`src/rtl/qwin_pkg.sv`:
```
package qwin_pkg;

    localparam int unsigned ROW_IDX_W = 3;

    typedef struct packed {
        logic sel;
        logic strobe_prev;
    } qwin_state_t;

    // log2 of the row count selected by the size straps
    function automatic logic [1:0] rows_log2(input logic [1:0] code);
        logic [1:0] lg;
        case (code)
            2'b01:   lg = 2'd2;
            2'b11:   lg = 2'd3;
            default: lg = 2'd1;
        endcase
        return lg;
    endfunction

endpackage

```
`src/rtl/qwin_addr_norm.sv`:
```
module qwin_addr_norm #(
    parameter int unsigned WADDR_W  = 21,
    parameter int unsigned NARROW_W = 17,
    parameter int unsigned ROW_LSB  = 16,
    localparam int unsigned BLK_W   = WADDR_W - ROW_LSB
) (
    input  logic [WADDR_W-1:0] addr_i,
    input  logic [BLK_W-1:0]   start_i,
    input  logic               narrow_i,
    output logic [BLK_W-1:0]   blk_o,
    output logic [BLK_W-1:0]   start_o,
    output logic [ROW_LSB-1:0] ofs_o
);

    logic [WADDR_W-1:0] eff_addr;

    genvar gi;
    generate
        for (gi = 0; gi < WADDR_W; gi++) begin : g_addr_mask
            if (gi >= NARROW_W) begin : g_hi
                assign eff_addr[gi] = addr_i[gi] & ~narrow_i;
            end else begin : g_lo
                assign eff_addr[gi] = addr_i[gi];
            end
        end
        for (gi = 0; gi < BLK_W; gi++) begin : g_start_mask
            if (gi + ROW_LSB >= NARROW_W) begin : g_hi
                assign start_o[gi] = start_i[gi] & ~narrow_i;
            end else begin : g_lo
                assign start_o[gi] = start_i[gi];
            end
        end
    endgenerate

    assign blk_o = eff_addr[WADDR_W-1:ROW_LSB];
    assign ofs_o = eff_addr[ROW_LSB-1:0];

endmodule

```
`src/rtl/qwin_window.sv`:
```
module qwin_window
    import qwin_pkg::*;
#(
    parameter int unsigned BLK_W = 5
) (
    input  logic [BLK_W-1:0]     blk_i,
    input  logic [BLK_W-1:0]     start_i,
    input  logic [1:0]           size_code_i,
    output logic                 hit_o,
    output logic [ROW_IDX_W-1:0] row_o
);

    logic [BLK_W:0]   diff;
    logic [BLK_W-1:0] rows;

    always_comb begin
        rows  = BLK_W'(1) << rows_log2(size_code_i);
        // extra bit flags a block below the start; no modulo wrap
        diff  = {1'b0, blk_i} - {1'b0, start_i};
        hit_o = !diff[BLK_W] && (diff[BLK_W-1:0] < rows);
        row_o = diff[ROW_IDX_W-1:0];
    end

endmodule

```
`src/rtl/qwin_io_gate.sv`:
```
module qwin_io_gate (
    input  logic io_sel_i,
    input  logic half_i,
    input  logic lower_half_i,
    input  logic hit_i,
    output logic sel_o
);

    logic allow;

    always_comb begin
        allow = !io_sel_i || (half_i && lower_half_i);
        sel_o = hit_i && allow;
    end

endmodule

```
`src/rtl/qram_window_decoder.sv`:
```
module qram_window_decoder
    import qwin_pkg::*;
#(
    parameter int unsigned WADDR_W  = 21,
    parameter int unsigned NARROW_W = 17,
    parameter int unsigned ROW_LSB  = 16,
    parameter int unsigned HALF_BIT = 10,
    localparam int unsigned BLK_W   = WADDR_W - ROW_LSB
) (
    input  logic                 clk,
    input  logic                 rst_n,
    input  logic                 as_strobe,
    input  logic [WADDR_W-1:0]   addr_i,
    input  logic                 io_sel,
    input  logic [BLK_W-1:0]     start_strap,
    input  logic                 narrow_mode,
    input  logic [1:0]           size_code,
    input  logic                 half_io,
    output logic                 mem_sel,
    output logic [ROW_IDX_W-1:0] row_idx,
    output logic [ROW_LSB-1:0]   word_ofs
);

    logic [BLK_W-1:0] blk;
    logic [BLK_W-1:0] eff_start;
    logic             win_hit;
    logic             sel_now;
    qwin_state_t      st_d;
    qwin_state_t      st_q;

    qwin_addr_norm #(
        .WADDR_W (WADDR_W),
        .NARROW_W(NARROW_W),
        .ROW_LSB (ROW_LSB)
    ) i_norm (
        .addr_i  (addr_i),
        .start_i (start_strap),
        .narrow_i(narrow_mode),
        .blk_o   (blk),
        .start_o (eff_start),
        .ofs_o   (word_ofs)
    );

    qwin_window #(
        .BLK_W(BLK_W)
    ) i_window (
        .blk_i      (blk),
        .start_i    (eff_start),
        .size_code_i(size_code),
        .hit_o      (win_hit),
        .row_o      (row_idx)
    );

    qwin_io_gate i_gate (
        .io_sel_i    (io_sel),
        .half_i      (half_io),
        .lower_half_i(!addr_i[HALF_BIT]),
        .hit_i       (win_hit),
        .sel_o       (sel_now)
    );

    always_comb begin
        st_d             = st_q;
        st_d.strobe_prev = as_strobe;
        if (!as_strobe) begin
            st_d.sel = 1'b0;
        end else if (!st_q.strobe_prev) begin
            st_d.sel = sel_now;
        end
    end

    always_ff @(posedge clk or negedge rst_n) begin
        if (!rst_n) begin
            st_q <= '0;
        end else begin
            st_q <= st_d;
        end
    end

    assign mem_sel = st_q.sel;


    sel_rise_chk: assert property (@(posedge clk) disable iff (!rst_n)
        $rose(mem_sel) |-> $past(as_strobe));


    sel_drop_chk: assert property (@(posedge clk) disable iff (!rst_n)
        !as_strobe |=> !mem_sel);


    sel_hold_chk: assert property (@(posedge clk) disable iff (!rst_n)
        (as_strobe && st_q.strobe_prev) |=> $stable(mem_sel));


    io_block_chk: assert property (@(posedge clk) disable iff (!rst_n)
        (as_strobe && !st_q.strobe_prev && io_sel && !half_io) |=> !mem_sel);


    io_upper_half_chk: assert property (@(posedge clk) disable iff (!rst_n)
        (as_strobe && !st_q.strobe_prev && io_sel && addr_i[HALF_BIT]) |=> !mem_sel);

endmodule

```
`config.mk`:
```
export PLATFORM = sky130hd
export DESIGN_NAME = qram_window_decoder
export DESIGN_NICKNAME = d
export VERILOG_FILES = /design/src/rtl/qwin_pkg.sv /design/src/rtl/qwin_addr_norm.sv /design/src/rtl/qwin_window.sv /design/src/rtl/qwin_io_gate.sv /design/src/rtl/qram_window_decoder.sv
export SDC_FILE = /design/constraint.sdc
export NUM_CORES = 1
export LEC_CHECK = 0
export ABC_CLOCK_PERIOD_IN_PS = 1200
export BUFFER_PORTS_ARGS = -buffer_cell sky130_fd_sc_hd__buf_2
export CORE_UTILIZATION = 34
export DETAILED_ROUTE_END_ITERATION = 10
export GPL_ROUTABILITY_DRIVEN = 0
export PLACE_DENSITY = 0.86
export SETUP_SLACK_MARGIN = 0.5
export SLEW_MARGIN = 40
export SYNTH_ARGS = -nofsm -noshare
export SYNTH_HDL_FRONTEND = slang
export SYNTH_SLANG_ARGS = --single-unit
```
`constraint.sdc`:
```
create_clock -name clk -period 1.2 [get_ports clk]
set_clock_uncertainty 0.2 [all_clocks]
set_input_delay 0 -clock clk [delete_from_list [all_inputs] [get_ports clk]]
set_output_delay 0 -clock clk [all_outputs]
set_load 0.02 [all_outputs]
```
Word level (Yosys, flattened, before mapping)
Cells that the tools add are included.
{ "totals": {"regBits": 2, "inputBits": 34} }
{ "op_classes": {"n_addsub": 1, "n_lt_le_gt_ge": 1, "n_eq_ne": 3, "shifts": 1, "muxes": 3, "bitwise": 9, "reduce_logical": 7} }
{ "op_table": {"columns": ["op", "n"], "rows": [
  ["$and A1 B1 Y1", 8],
  ["$sub A5 B5 Y6", 1],
  ["$lt A5 B5 Y1", 1],
  ["$shl A1 B2 Y5 const A", 1],
  ["$pmux W2 S2", 1],
  ["$logic_and A1 B1 Y1", 3],
  ["$logic_not A1 Y1", 3],
  ["$eq A2 B1 Y1 const B", 1],
  ["$eq A2 B2 Y1 const B", 1],
  ["$mux W1", 2],
  ["$ne A2 B2 Y1 const B", 1],
  ["$logic_or A1 B1 Y1", 1],
  ["$not A1 Y1", 1]
]} }

Depth between registers and ports, before layout
{ "logic_depth": {"depth_word": 8, "mapped_depth": 10, "mapped_depth_nobuf": 10} }

By module
From an unflattened synthesis, not the netlist that was laid out.
{ "unflattened": {"hier_cells": 68, "area_unflattened_um2": 530.5} }
{ "modules_own_cells": {"columns": ["mod", "n_inst", "cells_each", "area_per_inst_um2", "seq_area_each_um2"], "rows": [
  ["qwin_window", 1, 35, 264.0, 0.0],
  ["qwin_addr_norm", 1, 26, 185.2, 0.0],
  ["qram_window_decoder", 1, 5, 70.1, 50.0],
  ["qwin_io_gate", 1, 2, 11.3, 0.0]
]} }

Worst setup path before layout
OpenSTA, ideal clock, no wires.
{ "synth_path": {"kind": "input to register", "startpoint": "input port addr_i[17]", "endpoint": "register st_q (netlist bit mem_sel)", "setup_time_ps": 76, "arrival_time_ps": 1846, "slack_ps": -923, "cell_stages": 9, "cell_sequence": "nor2b_1 > inv_1 > fa_1 > xnor2_1 > ha_1 > o21a_1 > o21ai_0 > nand4_1 > o21ai_1"} }
{ "synth_via": {"elab_chain_len": 7} }
{ "synth_lines": {"columns": ["item", "line_no", "rtl"], "rows": [
  ["start, declared", "qram_window_decoder.sv:13", "input logic [WADDR_W-1:0] addr_i,"],
  ["$and A1 B1 Y1", "qwin_addr_norm.sv:21", "assign eff_addr[gi] = addr_i[gi] & ~narrow_i;"],
  ["$sub A5 B5 Y6", "qwin_window.sv:19", "diff = {1'b0, blk_i} - {1'b0, start_i};"],
  ["named net row_idx[2]", "qram_window_decoder.sv:20", "output logic [ROW_IDX_W-1:0] row_idx,"],
  ["$lt A5 B5 Y1", "qwin_window.sv:20", "hit_o = !diff[BLK_W] && (diff[BLK_W-1:0] < rows);"],
  ["$logic_and A1 B1 Y1", "qwin_window.sv:20", null],
  ["$logic_and A1 B1 Y1", "qwin_io_gate.sv:13", "sel_o = hit_i && allow;"],
  ["$mux W1", "qram_window_decoder.sv:67", "end else if (!st_q.strobe_prev) begin"],
  ["$mux W1", "qram_window_decoder.sv:65", "if (!as_strobe) begin"],
  ["end signal, assigned", "qram_window_decoder.sv:76", "st_q <= st_d;"],
  ["end, declared", "qram_window_decoder.sv:29", "qwin_state_t st_q;"]
]} }
The timed path passes the listed nets, and every way through them passes these cells. The select of a mux whose other input is x is not followed.
A chain may end at the register's enable or synchronous reset.

Final worst setup path
{ "layout_path": {"startpoint": "input port narrow_mode", "endpoint": "register st_q (netlist bit mem_sel)"} }
{ "layout_via": {"elab_chain_len": 8} }
{ "layout_lines": {"columns": ["item", "line_no", "rtl"], "rows": [
  ["start, declared", "qram_window_decoder.sv:16", "input logic narrow_mode,"],
  ["$not A1 Y1 *", "qwin_addr_norm.sv:21, qwin_addr_norm.sv:28", null],
  ["$and A1 B1 Y1 (on tied branches)", "qwin_addr_norm.sv:21, qwin_addr_norm.sv:28", null],
  ["$sub A5 B5 Y6 *", "qwin_window.sv:19", null],
  ["$lt A5 B5 Y1 / $logic_not A1 Y1 (equally long branches)", "qwin_window.sv:20", null],
  ["$logic_and A1 B1 Y1 *", "qwin_window.sv:20", null],
  ["$logic_and A1 B1 Y1 *", "qwin_io_gate.sv:13", null],
  ["$mux W1 *", "qram_window_decoder.sv:67", null],
  ["$mux W1 *", "qram_window_decoder.sv:65", null]
]} }
Mark *: on every way between the ends. The rest lies on a longest branch, timed or not. The select of a mux whose other input is x is not followed.

==> summary.md <==
| Metric | Value |
|---|---|
| Initial Util | 37.5% |
| DR DRC count | 0 |
| Multi-input logic area | between 400 and 500 µm² |
| Hold WC Path Type | primary input to register |
| Commonest non-fill, non-tap cell in the layout | buf_2 |
| # clock sinks | 2 |
| Initial antenna violation count | 0 |
| DR WL/cell | about 9.6 µm |
| Depth of the CTS H-tree | 1 |
| Slew Viols, Final | 0 |
| Worst-skew pair later-pin latency | 220 ps |
| Area Growth Syn to Fin | 46.9% |
| CP arrival | between 1500 and 2000 ps |
| Vias in the first global route | approximately 420 |
| Max Freq | 584 MHz |
| Synth cell types | 21 |
| Slew at the pin with the worst max-slew slack | ~190 ps |
| Final core utilization | about 55% |
| Seq pwr share | between 10% and 20% |
| Final #Nets | around 130 |
| Vias/cell | around 4.6 |
| Clock group share of total power | between 20% and 30% |
| Rows | 13 |
| Pleak | ~0.36 nW |
| Post-synthesis sequential area ratio | under 10% |
| Detailed Route WL | ~900 µm |
| Post-cts hold buffer count | 1 |
| Drt initial violations | 1 |
| Failing checks | negative hold slack, negative setup slack |
| Commonest cells after routing, fill and taps aside | 16 x buf_2, 7 x buf_6, 5 x nand2b_1, 5 x buf_4, 4 x ha_1 |
| Filler cells | 123 |
| Largest net degree at the start of global routing | 6 |
| Ports | 54 |
| Crit-path max FO | 4 |
| Synthesized Nets | 107 |
| 1st-pass router iterations | 4 |
| Num CTS Buffers | 3 |
| Pre-CTS setup slack | -879 ps |
| Status | finished with violations |
| DRT antenna net count | 0 |
| Reg clk slew, reported paths | approximately 30 ps |
| Max_cap viols | 0 |
| Gate power share | 61.1% |
| Seq cells post-synth | 2 |
| Setup crit start kind | primary input |
| Chip width | 40.6 µm |
| Final HPWL DP | approximately 810 µm |
| # Post-CTS Setup Buffers | 0 |
| First-pass GRT wire length | between 1 and 1.5 mm |
| Root Buffer | clkbuf_4 |
| VDD IR max | 410 µV |
| DIE AREA | ~1600 µm² |
| Pwr per Cell Area | 756 nW/µm² |
| Switching share of power | about 33% |
| Int Power | about 370 µW |
| Fin crit share | 143% |
| Cells after Synth | 64 |
| Chip Height | ~40 µm |
| Global route overflow | 0 |
| Dpl cell area | about 630 µm² |
| CP endpoint kind | register |
| Clk buf depth | 2 |
| RSZ-0062 raised after global routing | true |
| Ys Warns | 0 |
| N_diodes | 0 |
| GRT Total Usage | about an eighth |
| Critical path class | primary input to register |
| Slew headroom | 87.1% |
| Setup WS post-layout | -513 ps |
| Min Clock Period, post-route | 1710 ps |
| Layout cell share with drive strength beyond 1 | between 60% and 70% |
| Net switching power | around 190 µW |
| I/O Buffers | 23 |
| Final number of setup-violating endpoints | 3 |
| CTS tree | built |
| Syn Std Cell Area | between 500 and 600 µm² |
| Syn_area_per_cell | just under 8 µm² |
| Hold Vio Cnt, Final | 19 |
| Core Area | about 1400 µm² |
| FF+latch area | approximately 50 µm² |
| Critical Path RT | ~1100 ps |
| Min Hold Slack | -293 ps |
| Total number of vias | 437 |
| Post-route cell area | approximately 740 µm² |
-- routing by layer --
metal	global-route usage, %	up-vias	share of wire [%]
li1	-	224	-
met1	13.2	189	38
met2	23.8	24	53
met3	1.67	0	8.9
met4	5.83	0	0
met5	0	-	0
-- repair_timing --
item | CTS | global route
setup endpoints to repair | 5 | 5
pin swaps | 10 | 2
gates cloned | 0 | 0
hold endpoints to repair | 19 | 19
resized for setup | 18 | 2
-- through the flow --
stage / total power [mW] / setup TNS (ps) / hold slack, ps / std cells
after global placement: 0.354 / -943 / -417 / 91
after detailed placement: 0.365 / -1100 / -412 / 91
after floorplan: 0.343 / -574 / -496 / 64
after global routing: 0.623 / -747 / -296 / 95
final: 0.563 / -543 / -293 / 95
after CTS: 0.559 / -619 / -294 / 95
-- layout make-up --
cell class,instances,area share (%)
multi-input cells,39,54.3
repair buffers,30,29.7
flip-flops and latches,2,6.72
inverters,6,3.70
clock buffers,3,3.03
well taps,15,2.52
-- power groups by stage --
| stage | registers [mW] | logic, mW | clock network (mW) |
|---|---|---|---|
| 4_1_cts | 0.0729 | 0.337 | 0.149 |
| 6_report | 0.0728 | 0.344 | 0.146 |
| 3_5_place_dp | 0.0732 | 0.292 | 0 |
| 3_3_place_gp | 0.0731 | 0.281 | 0 |
| 5_1_grt | 0.0732 | 0.387 | 0.163 |
| 2_1_floorplan | 0.0743 | 0.268 | 0 |
-- worst paths after layout --
path	startpoint	end	slack [ps]	cells past startpoint
hold / removal	as_strobe	st_q[0]$_DFF_PN0_	-290	1
setup / recovery	narrow_mode	mem_sel$_DFFE_PN0P_	-510	11
hold reg to reg	mem_sel$_DFFE_PN0P_	mem_sel$_DFFE_PN0P_	330	2
min in group asynchronous	rst_n	st_q[0]$_DFF_PN0_	-110	2
setup reg to reg	st_q[0]$_DFF_PN0_	mem_sel$_DFFE_PN0P_	70	3
max in group asynchronous	rst_n	mem_sel$_DFFE_PN0P_	810	2
-- cells by family (layout without fill, tap and decap cells) --
| kind of cell | Yosys count | in the layout | synth area share [%] |
|---|---|---|---|
| adder cells (fa/ha/maj) | 9 | 9 | 23.7 |
| AO/OA/AOI/OAI | 7 | 7 | 8.39 |
| buffers and inverters | 23 | 39 | 28.9 |
| XOR/XNOR | 2 | 2 | 3.46 |
| flip-flops | 2 | 2 | 9.88 |
| AND/OR/NAND/NOR | 21 | 21 | 25.7 |
-- Yosys cell counts --
cell	number	share of area, %
buf_4	16	24
ha_1	8	20
inv_1	6	4.4
nand2b_1	6	7.4
nor2_1	4	3.0
nor2b_1	4	4.9
o21a_1	3	4.4
dfrtp_1	2	9.9
o21ai_0	2	2.0
xnor2_1	2	3.5
a21oi_1	1	0.99
clkbuf_1	1	0.74
fa_1	1	4.0
nand2_1	1	0.74
nand3_1	1	0.99
nand4_1	1	1.2
nor2b_4	1	2.7
nor3_1	1	0.99
nor3_2	1	2.0
nor4b_1	1	1.7
o21ai_1	1	0.99
-- critical path: stages --
cell and delay, ps:
buf_8 100, nand2b_4 150, ha_4 230, nor2b_4 110, o21a_1 210, nor3_2 140
nor2_2 60, ha_2 170, nor4b_2 260, nand4_1 100, o21ai_1 120
-- flip-flops by register name, summed over array words and instances, names as in the netlist --
name and cells:
mem_sel 1, st_q 1
No activity file was read; power rests on OpenSTA's default activity.
